## src/rtl/oc_pkg.sv

```systemverilog
package oc_pkg;
  localparam int ADDR_W = 3;

  typedef enum logic [ADDR_W-1:0] {
    REG_CNT_LO = 3'd0,
    REG_CNT_HI = 3'd1,
    REG_CMP_LO = 3'd2,
    REG_CMP_HI = 3'd3,
    REG_CTRL   = 3'd4,
    REG_FLAG   = 3'd5
  } reg_addr_e;

  typedef enum logic [1:0] {
    PIN_HOLD   = 2'b00,
    PIN_TOGGLE = 2'b01,
    PIN_LOW    = 2'b10,
    PIN_HIGH   = 2'b11
  } pin_act_e;

  localparam int CTL_PWM   = 0;
  localparam int CTL_ACT_L = 1;
  localparam int CTL_ACT_H = 2;
  localparam int CTL_FORCE = 3;
endpackage

```

## src/rtl/oc_counter.sv

```systemverilog
module oc_counter #(
  parameter int CNT_W = 16
) (
  input  logic             clk,
  input  logic             rst_n,
  input  logic             tick_i,
  input  logic             pwm_i,
  input  logic [CNT_W-1:0] top_i,
  input  logic             load_i,
  input  logic [CNT_W-1:0] load_val_i,
  output logic [CNT_W-1:0] count_o,
  output logic             at_top_o,
  output logic             block_o
);
  logic [CNT_W-1:0] cnt_q, cnt_d;
  logic             blk_q, blk_d;
  logic             wrap;

  assign wrap     = pwm_i && (cnt_q == top_i);
  assign at_top_o = tick_i && wrap;

  always_comb begin
    cnt_d = cnt_q;
    if (load_i) begin
      cnt_d = load_val_i;
    end else if (tick_i) begin
      cnt_d = wrap ? '0 : cnt_q + CNT_W'(1);
    end
  end

  always_comb begin
    blk_d = blk_q;
    if (load_i) begin
      blk_d = 1'b1;
    end else if (tick_i) begin
      blk_d = 1'b0;
    end
  end

  always_ff @(posedge clk or negedge rst_n) begin
    if (!rst_n) begin
      cnt_q <= '0;
      blk_q <= 1'b0;
    end else begin
      cnt_q <= cnt_d;
      blk_q <= blk_d;
    end
  end

  assign count_o = cnt_q;
  assign block_o = blk_q;
endmodule

```

## src/rtl/oc_regif.sv

```systemverilog
module oc_regif
  import oc_pkg::*;
#(
  parameter int BUS_W = 8,
  parameter int CNT_W = 2 * BUS_W
) (
  input  logic             clk,
  input  logic             rst_n,
  input  logic [ADDR_W-1:0] addr_i,
  input  logic             wr_i,
  input  logic [BUS_W-1:0] wdata_i,
  output logic [BUS_W-1:0] rdata_o,
  input  logic [CNT_W-1:0] count_i,
  input  logic             flag_i,
  input  logic             at_top_i,
  output logic             pwm_o,
  output pin_act_e         act_eff_o,
  output logic             force_o,
  output logic             flag_clr_o,
  output logic             cnt_load_o,
  output logic [CNT_W-1:0] cnt_val_o,
  output logic [CNT_W-1:0] cmp_o
);
  logic             wr_cnt_lo, wr_cnt_hi, wr_cmp_lo, wr_cmp_hi, wr_ctrl, wr_flag;
  logic [BUS_W-1:0] stage_q, stage_d;
  logic [CNT_W-1:0] buf_q, buf_d;
  logic [CNT_W-1:0] act_q, act_d;
  logic             pwm_q, pwm_d;
  pin_act_e         mode_q, mode_d;
  logic [CNT_W-1:0] joined;

  assign wr_cnt_lo = wr_i && (addr_i == REG_CNT_LO);
  assign wr_cnt_hi = wr_i && (addr_i == REG_CNT_HI);
  assign wr_cmp_lo = wr_i && (addr_i == REG_CMP_LO);
  assign wr_cmp_hi = wr_i && (addr_i == REG_CMP_HI);
  assign wr_ctrl   = wr_i && (addr_i == REG_CTRL);
  assign wr_flag   = wr_i && (addr_i == REG_FLAG);

  assign joined = {stage_q, wdata_i};

  always_comb begin
    stage_d = stage_q;
    if (wr_cnt_hi || wr_cmp_hi) begin
      stage_d = wdata_i;
    end
  end

  always_comb begin
    buf_d = buf_q;
    act_d = act_q;
    if (wr_cmp_lo) begin
      buf_d = joined;
    end
    if (wr_cmp_lo && !pwm_q) begin
      act_d = joined;
    end else if (at_top_i) begin
      act_d = buf_q;
    end
  end

  always_comb begin
    pwm_d  = pwm_q;
    mode_d = mode_q;
    if (wr_ctrl) begin
      pwm_d  = wdata_i[CTL_PWM];
      mode_d = pin_act_e'(wdata_i[CTL_ACT_H:CTL_ACT_L]);
    end
  end

  always_ff @(posedge clk or negedge rst_n) begin
    if (!rst_n) begin
      stage_q <= '0;
      buf_q   <= '0;
      act_q   <= '0;
      pwm_q   <= 1'b0;
      mode_q  <= PIN_HOLD;
    end else begin
      stage_q <= stage_d;
      buf_q   <= buf_d;
      act_q   <= act_d;
      pwm_q   <= pwm_d;
      mode_q  <= mode_d;
    end
  end

  assign act_eff_o  = wr_ctrl ? pin_act_e'(wdata_i[CTL_ACT_H:CTL_ACT_L]) : mode_q;
  assign force_o    = wr_ctrl && wdata_i[CTL_FORCE] && !wdata_i[CTL_PWM];
  assign flag_clr_o = wr_flag && wdata_i[0];
  assign cnt_load_o = wr_cnt_lo;
  assign cnt_val_o  = joined;
  assign cmp_o      = act_q;
  assign pwm_o      = pwm_q;

  always_comb begin
    rdata_o = '0;
    case (addr_i)
      REG_CNT_LO: rdata_o = count_i[BUS_W-1:0];
      REG_CNT_HI: rdata_o = count_i[CNT_W-1:BUS_W];
      REG_CMP_LO: rdata_o = buf_q[BUS_W-1:0];
      REG_CMP_HI: rdata_o = buf_q[CNT_W-1:BUS_W];
      REG_CTRL: begin
        rdata_o[CTL_PWM]             = pwm_q;
        rdata_o[CTL_ACT_H:CTL_ACT_L] = mode_q;
      end
      REG_FLAG:   rdata_o[0] = flag_i;
      default:    rdata_o = '0;
    endcase
  end
endmodule

```

## src/rtl/oc_waveform.sv

```systemverilog
module oc_waveform
  import oc_pkg::*;
#(
  parameter int CNT_W = 16
) (
  input  logic             clk,
  input  logic             rst_n,
  input  logic             tick_i,
  input  logic [CNT_W-1:0] count_i,
  input  logic [CNT_W-1:0] cmp_i,
  input  logic             block_i,
  input  logic             load_i,
  input  pin_act_e         act_i,
  input  logic             force_i,
  input  logic             flag_clr_i,
  output logic             flag_o,
  output logic             pin_o
);
  logic hit;
  logic fire;
  logic flag_q, flag_d;
  logic pin_q, pin_d;

  assign hit  = tick_i && (count_i == cmp_i) && !block_i && !load_i;
  assign fire = hit || force_i;

  always_comb begin
    flag_d = flag_q;
    if (hit) begin
      flag_d = 1'b1;
    end else if (flag_clr_i) begin
      flag_d = 1'b0;
    end
  end

  always_comb begin
    pin_d = pin_q;
    if (fire) begin
      case (act_i)
        PIN_TOGGLE: pin_d = !pin_q;
        PIN_LOW:    pin_d = 1'b0;
        PIN_HIGH:   pin_d = 1'b1;
        default:    pin_d = pin_q;
      endcase
    end
  end

  always_ff @(posedge clk or negedge rst_n) begin
    if (!rst_n) begin
      flag_q <= 1'b0;
      pin_q  <= 1'b0;
    end else begin
      flag_q <= flag_d;
      pin_q  <= pin_d;
    end
  end

  assign flag_o = flag_q;
  assign pin_o  = pin_q;
endmodule

```

## src/rtl/oc_compare_unit.sv

```systemverilog
module oc_compare_unit
  import oc_pkg::*;
#(
  parameter int BUS_W       = 8,
  parameter int SYNC_STAGES = 2
) (
  input  logic                 clk,
  input  logic                 rst_n,
  input  logic                 tick_i,
  input  logic [2*BUS_W-1:0]   top_i,
  input  logic [ADDR_W-1:0]    bus_addr_i,
  input  logic                 bus_wr_i,
  input  logic [BUS_W-1:0]     bus_wdata_i,
  output logic [BUS_W-1:0]     bus_rdata_o,
  output logic [2*BUS_W-1:0]   count_o,
  output logic                 match_flag_o,
  output logic                 oc_pin_o
);
  localparam int CNT_W = 2 * BUS_W;

  logic [SYNC_STAGES-1:0] sync_q;
  logic                   rst_sync_n;

  always_ff @(posedge clk or negedge rst_n) begin
    if (!rst_n) begin
      sync_q <= '0;
    end else begin
      sync_q <= {sync_q[SYNC_STAGES-2:0], 1'b1};
    end
  end
  assign rst_sync_n = sync_q[SYNC_STAGES-1];

  logic             pwm_q;
  pin_act_e         act_eff;
  logic             force_fire;
  logic             flag_clr;
  logic             cnt_wr;
  logic [CNT_W-1:0] cnt_wdata;
  logic [CNT_W-1:0] cmp_active;
  logic             at_top;
  logic             block_pend;

  oc_regif #(.BUS_W(BUS_W), .CNT_W(CNT_W)) regif_i (
    .clk        (clk),
    .rst_n      (rst_sync_n),
    .addr_i     (bus_addr_i),
    .wr_i       (bus_wr_i),
    .wdata_i    (bus_wdata_i),
    .rdata_o    (bus_rdata_o),
    .count_i    (count_o),
    .flag_i     (match_flag_o),
    .at_top_i   (at_top),
    .pwm_o      (pwm_q),
    .act_eff_o  (act_eff),
    .force_o    (force_fire),
    .flag_clr_o (flag_clr),
    .cnt_load_o (cnt_wr),
    .cnt_val_o  (cnt_wdata),
    .cmp_o      (cmp_active)
  );

  oc_counter #(.CNT_W(CNT_W)) counter_i (
    .clk        (clk),
    .rst_n      (rst_sync_n),
    .tick_i     (tick_i),
    .pwm_i      (pwm_q),
    .top_i      (top_i),
    .load_i     (cnt_wr),
    .load_val_i (cnt_wdata),
    .count_o    (count_o),
    .at_top_o   (at_top),
    .block_o    (block_pend)
  );

  oc_waveform #(.CNT_W(CNT_W)) wave_i (
    .clk        (clk),
    .rst_n      (rst_sync_n),
    .tick_i     (tick_i),
    .count_i    (count_o),
    .cmp_i      (cmp_active),
    .block_i    (block_pend),
    .load_i     (cnt_wr),
    .act_i      (act_eff),
    .force_i    (force_fire),
    .flag_clr_i (flag_clr),
    .flag_o     (match_flag_o),
    .pin_o      (oc_pin_o)
  );
endmodule

```

## config.mk

```make
export PLATFORM = sky130hd
export DESIGN_NAME = oc_compare_unit
export DESIGN_NICKNAME = d
export VERILOG_FILES = /design/src/rtl/oc_pkg.sv /design/src/rtl/oc_counter.sv /design/src/rtl/oc_regif.sv /design/src/rtl/oc_waveform.sv /design/src/rtl/oc_compare_unit.sv
export SDC_FILE = /design/constraint.sdc
export NUM_CORES = 1
export LEC_CHECK = 0
export BUFFER_PORTS_ARGS = -buffer_cell sky130_fd_sc_hd__buf_2
export CAP_MARGIN = 15
export CORE_MARGIN = 2
export CORE_UTILIZATION = 44
export CTS_CLUSTER_SIZE = 28
export DETAILED_ROUTE_END_ITERATION = 6
export GPL_ROUTABILITY_DRIVEN = 0
export HOLD_SLACK_MARGIN = 0.1
export PLACE_DENSITY_LB_ADDON = 0.25
export REMOVE_ABC_BUFFERS = 1
export SETUP_SLACK_MARGIN = 0.4
export SLEW_MARGIN = 25
export SYNTH_ARGS = -nofsm -noshare
export SYNTH_HDL_FRONTEND = slang
export SYNTH_HIERARCHICAL = 1
export SYNTH_SLANG_ARGS = --single-unit
```

## constraint.sdc

```tcl
create_clock -name clk -period 1.9 [get_ports clk]
set_input_delay 0.095 -clock clk [delete_from_list [all_inputs] [get_ports clk]]
set_output_delay 0.095 -clock clk [all_outputs]
set_load 0.02 [all_outputs]
```

Yosys cells after proc, flatten, opt, wreduce, memory -nomap -nowiden
Index checks and enable logic that the tools add are counted.
- equality and inequality tests: 10
- $add $sub $neg: 1
- $mul: 0
- reduce and logical (&&, ||, !) cells: 28
- order comparisons: 0
- div/mod/pow operators: 0
- shift operators: 0
- mux-type cells: 14
- bitwise operators: 0
- operator list (operator ; count):
    $mux W16 ; 5
    $eq A16 B16 Y1 ; 2
    $pmux W5 S4 ; 1
    $add A16 B1 Y16 const B ; 1
    $logic_and A1 B1 Y1 ; 15
    $pmux W2 S5 ; 1
    $eq A3 B2 Y1 const B ; 2
    $eq A3 B3 Y1 const B ; 2
    $pmux W1 S6 ; 1
    $reduce_bool A2 Y1 ; 3
    $logic_not A1 Y1 ; 5
    $eq A2 B2 Y1 const B ; 2
    $mux W1 ; 4
    $eq A3 B1 Y1 const B ; 1
    $logic_not A3 Y1 ; 1
    $pmux W1 S3 ; 1
    $reduce_bool A3 Y1 ; 1
    $eq A2 B1 Y1 const B ; 1
    $logic_or A1 B1 Y1 ; 2
    $mux W2 ; 1
    $reduce_and A2 Y1 ; 1
- bits in read-only memories: 0
- output and inout bits: 26
- bits in writable memories: 0
- input bits: 31
- bits in latches: 0
- register bits after elaboration: 64
- word-level logic and storage cells: 63
- memories kept: 0

Logic depth before layout (Yosys ltp)
- depth after elaboration: 6
- gate-level depth with buffers: 9
- gate-level depth less buffers: 7

Modules after synthesis
The synthesis kept the hierarchy.
- modules (own cells, without submodules) (module ; seq. area each (um^2) ; area each (um^2) ; instances ; cells an instance):
    oc_regif ; 1076.0 ; 2259.7 ; 1 ; 176
    oc_counter ; 425.4 ; 1311.3 ; 1 ; 150
    oc_waveform ; 50.0 ; 316.6 ; 1 ; 38
    oc_compare_unit ; 50.0 ; 53.8 ; 1 ; 3

Worst setup path after synthesis
Ideal clock, no wire load.
- kind: register -> register
- start: register counter_i.cnt_q[5], in the netlist counter_i/count_o[5]
- end: register regif_i.act_q[10], in the netlist regif_i/cmp_o[10]
- path buffers: 3
- stages on the path, launching flop included: 10
- setup time: 0.126 ns
- arrival: 2.248 ns
- period minus slack after synthesis: 2.374 ns
- required time: 1.774 ns
- setup slack: -0.474 ns
- cells stage by stage: dfrtp_1 -> buf_2 -> xor2_1 -> nor4_4 -> nand2_1 -> nor4b_1 -> buf_2 -> buf_2 -> mux2i_1 -> a21oi_2
- longest elaborated chain between the ends: 4
- RTL lines (what ; line ; source):
    start, declared ; oc_counter.sv:15 ; logic [CNT_W-1:0] cnt_q, cnt_d;
    start signal, assigned ; oc_counter.sv:45 ; cnt_q <= cnt_d;
    $eq A16 B16 Y1 ; oc_counter.sv:19 ; assign wrap = pwm_i && (cnt_q == top_i);
    $logic_and A1 B1 Y1 ; oc_counter.sv:19 ;
    $logic_and A1 B1 Y1 ; oc_counter.sv:20 ; assign at_top_o = tick_i && wrap;
    named net at_top ; oc_compare_unit.sv:40 ; logic at_top;
    $reduce_bool A2 Y1 (no line) ; -- ;
    end signal, assigned ; oc_regif.sv:80 ; act_q <= act_d;
    end, declared ; oc_regif.sv:27 ; logic [CNT_W-1:0] act_q, act_d;
The timed path passes the listed nets, and every way through them passes these cells.
A chain may end at the register's enable or synchronous reset.

Worst setup path after layout
- start: register counter_i.cnt_q[7], in the netlist counter_i/count_o[7]
- end: register regif_i.act_q[12], in the netlist regif_i/cmp_o[12]
Same word-level chain as after synthesis.

==> impl_metrics.csv <==
group,metric,value,unit
worst_hold_path,min_path_cells,3,
worst_setup_path,path_delay_family,"simple AND/OR/NAND/NOR gates",
synthesis,synth_ff_type,"dfrtp_1",
timing,setup-tns-final,-3.78,ns
worst_setup_path,worstPathRequired,2.12,ns
worst_setup_path,crit_path_max_incr_delay,0.41,ns
floorplanning,start_util,0.452,
timing,setup_viol,16,
global_route,antenna_found_initial,0,
detailed_routing,drc,0,
global_route,grt-ovfl-total,0,
cts,cts_buffers,9,
synthesis,ys_ff_latch,64,
finish,n_antenna_cell,0,
synthesis,yosysMostFrequentCell,"dfrtp_1",
timing,hold_viol,0,
global_route,globalRouteTotalUtil,0.239,
outcome,status,"complete, but fails checks",
floorplanning,die_height,98.6,µm
floorplanning,die_w,98.6,µm
timing,period_needed,2.18,ns
flow_run,timing.max_cap.violations,0,
detailed_routing,drtIter0Drc,247,
cts,clockBufferDepth,2,
worst_setup_path,r2r_cells,8,
cts,cts_tree,"yes",
detailed_routing,vias,3357,
power_and_ir_drop,p_per_area,1050,mW/mm²
worst_hold_path,hold_path.class,"in -> reg",
timing,fin_crit_sh,1.14,
synthesis,synth.cell_area,0.00394,mm²
global_route,grt_pass1_wl,17900,µm
timing,worst_slew_pin_slew,0.584,ns
timing,grt_setup_unrepaired,"yes",
floorplanning,core,0.00872,mm²
worst_setup_path,cp.arrival,2.40,ns
timing,fmax,460,MHz
placement,hpwlAfterDp,7840,µm
power_and_ir_drop,p_leak,0.00216,µW
timing,slew_headroom,0.609,
synthesis,ys_types,51,
cts,clkTransAtPathRegs,0.07,ns
synthesis,synth_top_area_cell,"dfrtp_1",
finish,synthToLayoutAreaGrowth,35.4,%
cts,insertion_delay,0.35,ns
worst_setup_path,crit_path_end_kind,"flip-flop",
timing,setup_ws,-0.275,ns
placement,portBuffers,56,
detailed_routing,final_antenna_net_count,0,
synthesis,synth_edf_count,0,
floorplanning,ios,57,
finish,fillCellCount,687,
worst_hold_path,hold_path_end,"counter_i/count_o[0]$_DFFE_PN0P_",
global_route,grt_pass1_vias,3308,
global_route,grt_max_degree,63,
floorplanning,die-area,0.00973,mm²
timing,drv_slew,0,
worst_setup_path,cp_max_fo,8,
cts,numClockSinks,64,
synthesis,netlist_instances,367,
detailed_routing,vias_per_cell,5.82,
synthesis,avgSynthCellArea,10.7,µm²
worst_setup_path,r2r-end,"regif_i/cmp_o[12]$_DFFE_PN0P_",
worst_setup_path,crit_path_start_kind,"flip-flop",
detailed_routing,routed_wl,11800,µm
worst_setup_path,crit-reg2reg-launch,"counter_i/count_o[7]$_DFFE_PN0P_",
worst_setup_path,cpMaxStageDelayCell,"dfrtp_1",
finish,drive_gt1_frac,0.467,
worst_setup_path,rrSetupSlack,-0.28,ns
synthesis,ys_async_sr_fraction,1.00,
synthesis,yosysTopAreaCellShare,0.406,
synthesis,ys_warn_count,6,
worst_setup_path,crit_type,"reg -> reg",
worst_setup_path,cp_num_buf_inv,2,
detailed_routing,wire_per_inst,20.5,µm
synthesis,synth-seq-area-share,0.406,
synthesis,netlist_top_cells_area,"dfrtp_1 41%, mux2_2 8.3%, xnor2_1 5.6%",
finish,final_util,0.612,
detailed_routing,dr.pass1.iters,6,
floorplanning,placementRows,34,
finish,final_cells,577,
placement,dp_cells,535,
synthesis,synthTopCellsByCount,"64 x dfrtp_1, 29 x a21oi_1, 29 x mux2_2, 25 x xnor2_1",
cts,clock-root-buffer,"clkbuf_8",
worst_setup_path,path_cells,"xor2_1 -> nor4_2 -> nand2_1 -> nor4b_4 -> buf_4 -> clkbuf_16 -> mux2i_1 -> a21oi_2",
timing,skew,0.0111,ns
worst_hold_path,worstHoldStart,"bus_wdata_i[0]",
outcome,failed_checks,"negative setup slack",
power_and_ir_drop,vdd_drop_max,0.480,mV
finish,layout.nets,496,
cts,htree_num_levels,3,
==> worst min-delay path: cells and delay by family <==
family          cells  cell delay (ns)
buf+inv             1             0.18
compound gates      2             0.15
==> layer usage <==
metal  part of all wire  vias to the layer above  global-route usage
li1                   -                     1506                   -
met5                  0                        -                   0
met1               0.43                     1688               0.341
met3              0.070                       22              0.0340
met2               0.47                      141               0.370
met4              0.024                        0              0.0948
==> cell type report <==
cell class                 instances  area [µm²]  area share
multi-input combinational        267        2430       0.456
sequential                        64        1600       0.300
timing repair buffer             117         958       0.180
inverter                           5        18.8     0.00352
clock inverter                     6        60.1      0.0113
clock buffer                      10         128      0.0239
tap                              108         135      0.0253
==> stage by stage <==
step / total power, µW / hold slack, ns / setup slack, ns / cell area, µm²
2_1_floorplan: 3160 / -0.201 / -2.32 / 3750
3_3_place_gp: 3910 / -0.119 / -0.0552 / 4470
3_5_place_dp: 3960 / -0.117 / -0.166 / 4470
4_1_cts: 5330 / 0.102 / -0.147 / 5010
5_1_grt: 5880 / 0.116 / -0.355 / 5340
6_report: 5600 / 0.122 / -0.275 / 5340
==> how the worst max path moves through the flow <==
stage / start / endpoint / slack, ns / cells after the start
2_1_floorplan: counter_i/count_o[12]$_DFFE_PN0P_ / regif_i/cmp_o[10]$_DFFE_PN0P_ / -2.32 / 6
3_3_place_gp: counter_i/count_o[12]$_DFFE_PN0P_ / regif_i/cmp_o[6]$_DFFE_PN0P_ / -0.06 / 7
3_5_place_dp: counter_i/count_o[12]$_DFFE_PN0P_ / regif_i/cmp_o[10]$_DFFE_PN0P_ / -0.17 / 7
4_1_cts: counter_i/count_o[12]$_DFFE_PN0P_ / regif_i/cmp_o[10]$_DFFE_PN0P_ / -0.15 / 7
5_1_grt: counter_i/count_o[7]$_DFFE_PN0P_ / regif_i/cmp_o[4]$_DFFE_PN0P_ / -0.36 / 8
6_report: counter_i/count_o[7]$_DFFE_PN0P_ / regif_i/cmp_o[12]$_DFFE_PN0P_ / -0.28 / 8
==> repair_timing <==
action	CTS	global route
endpoints found under the hold margin	23	0
setup endpoints to repair	42	43
setup buffers	10	7
cloned	0	1
pin swaps	11	9
gates resized for setup	44	56
hold buffers	8	0
==> flip-flops by register name, indices dropped and copies added (netlist names) <==
register,flops
wave_i/flag_o,1
sync_q,2
counter_i/count_o,16
regif_i/pwm_o,1
regif_i/buf_q,16
regif_i/mode_q,2
wave_i/pin_o,1
counter_i/block_o,1
regif_i/cmp_o,16
regif_i/stage_q,8
==> cell usage in the layout, fill, tap and decap left out, types with 7 or more instances in the layout <==
cell type / n
nand4_1: 7
mux2_2: 27
dfrtp_1: 63
xor2_1: 17
clkbuf_8: 9
a21oi_1: 24
o21ai_2: 7
dlygate4sd3_1: 8
nor3b_1: 13
nand2_1: 11
a21oi_2: 14
buf_2: 47
xnor2_1: 23
buf_6: 26
nor3_1: 19
buf_4: 30
mux2i_1: 17
==> report_power, final <==
| part | total (µW) | switching, µW | internal (µW) |
|---|---|---|---|
| Combinational | 2460 | 1230 | 1230 |
| Sequential | 2000 | 306 | 1690 |
| Clock | 1150 | 549 | 599 |
| Total | 5600 | 2090 | 3520 |
==> cell families (layout without fill, tap and decap cells) <==
| group | Yosys count | count (layout) | share of synthesized area |
|---|---|---|---|
| compound gates | 63 | 63 | 0.0984 |
| xor+xnor | 43 | 43 | 0.0956 |
| fa+ha+maj | 1 | 1 | 0.00317 |
| buf+inv | 36 | 138 | 0.0533 |
| flops | 64 | 64 | 0.406 |
| mux | 56 | 56 | 0.171 |
| other cells | 1 | 1 | 0.000951 |
| simple gates | 103 | 103 | 0.171 |
Note: power is estimated with default switching activity, not from simulation.
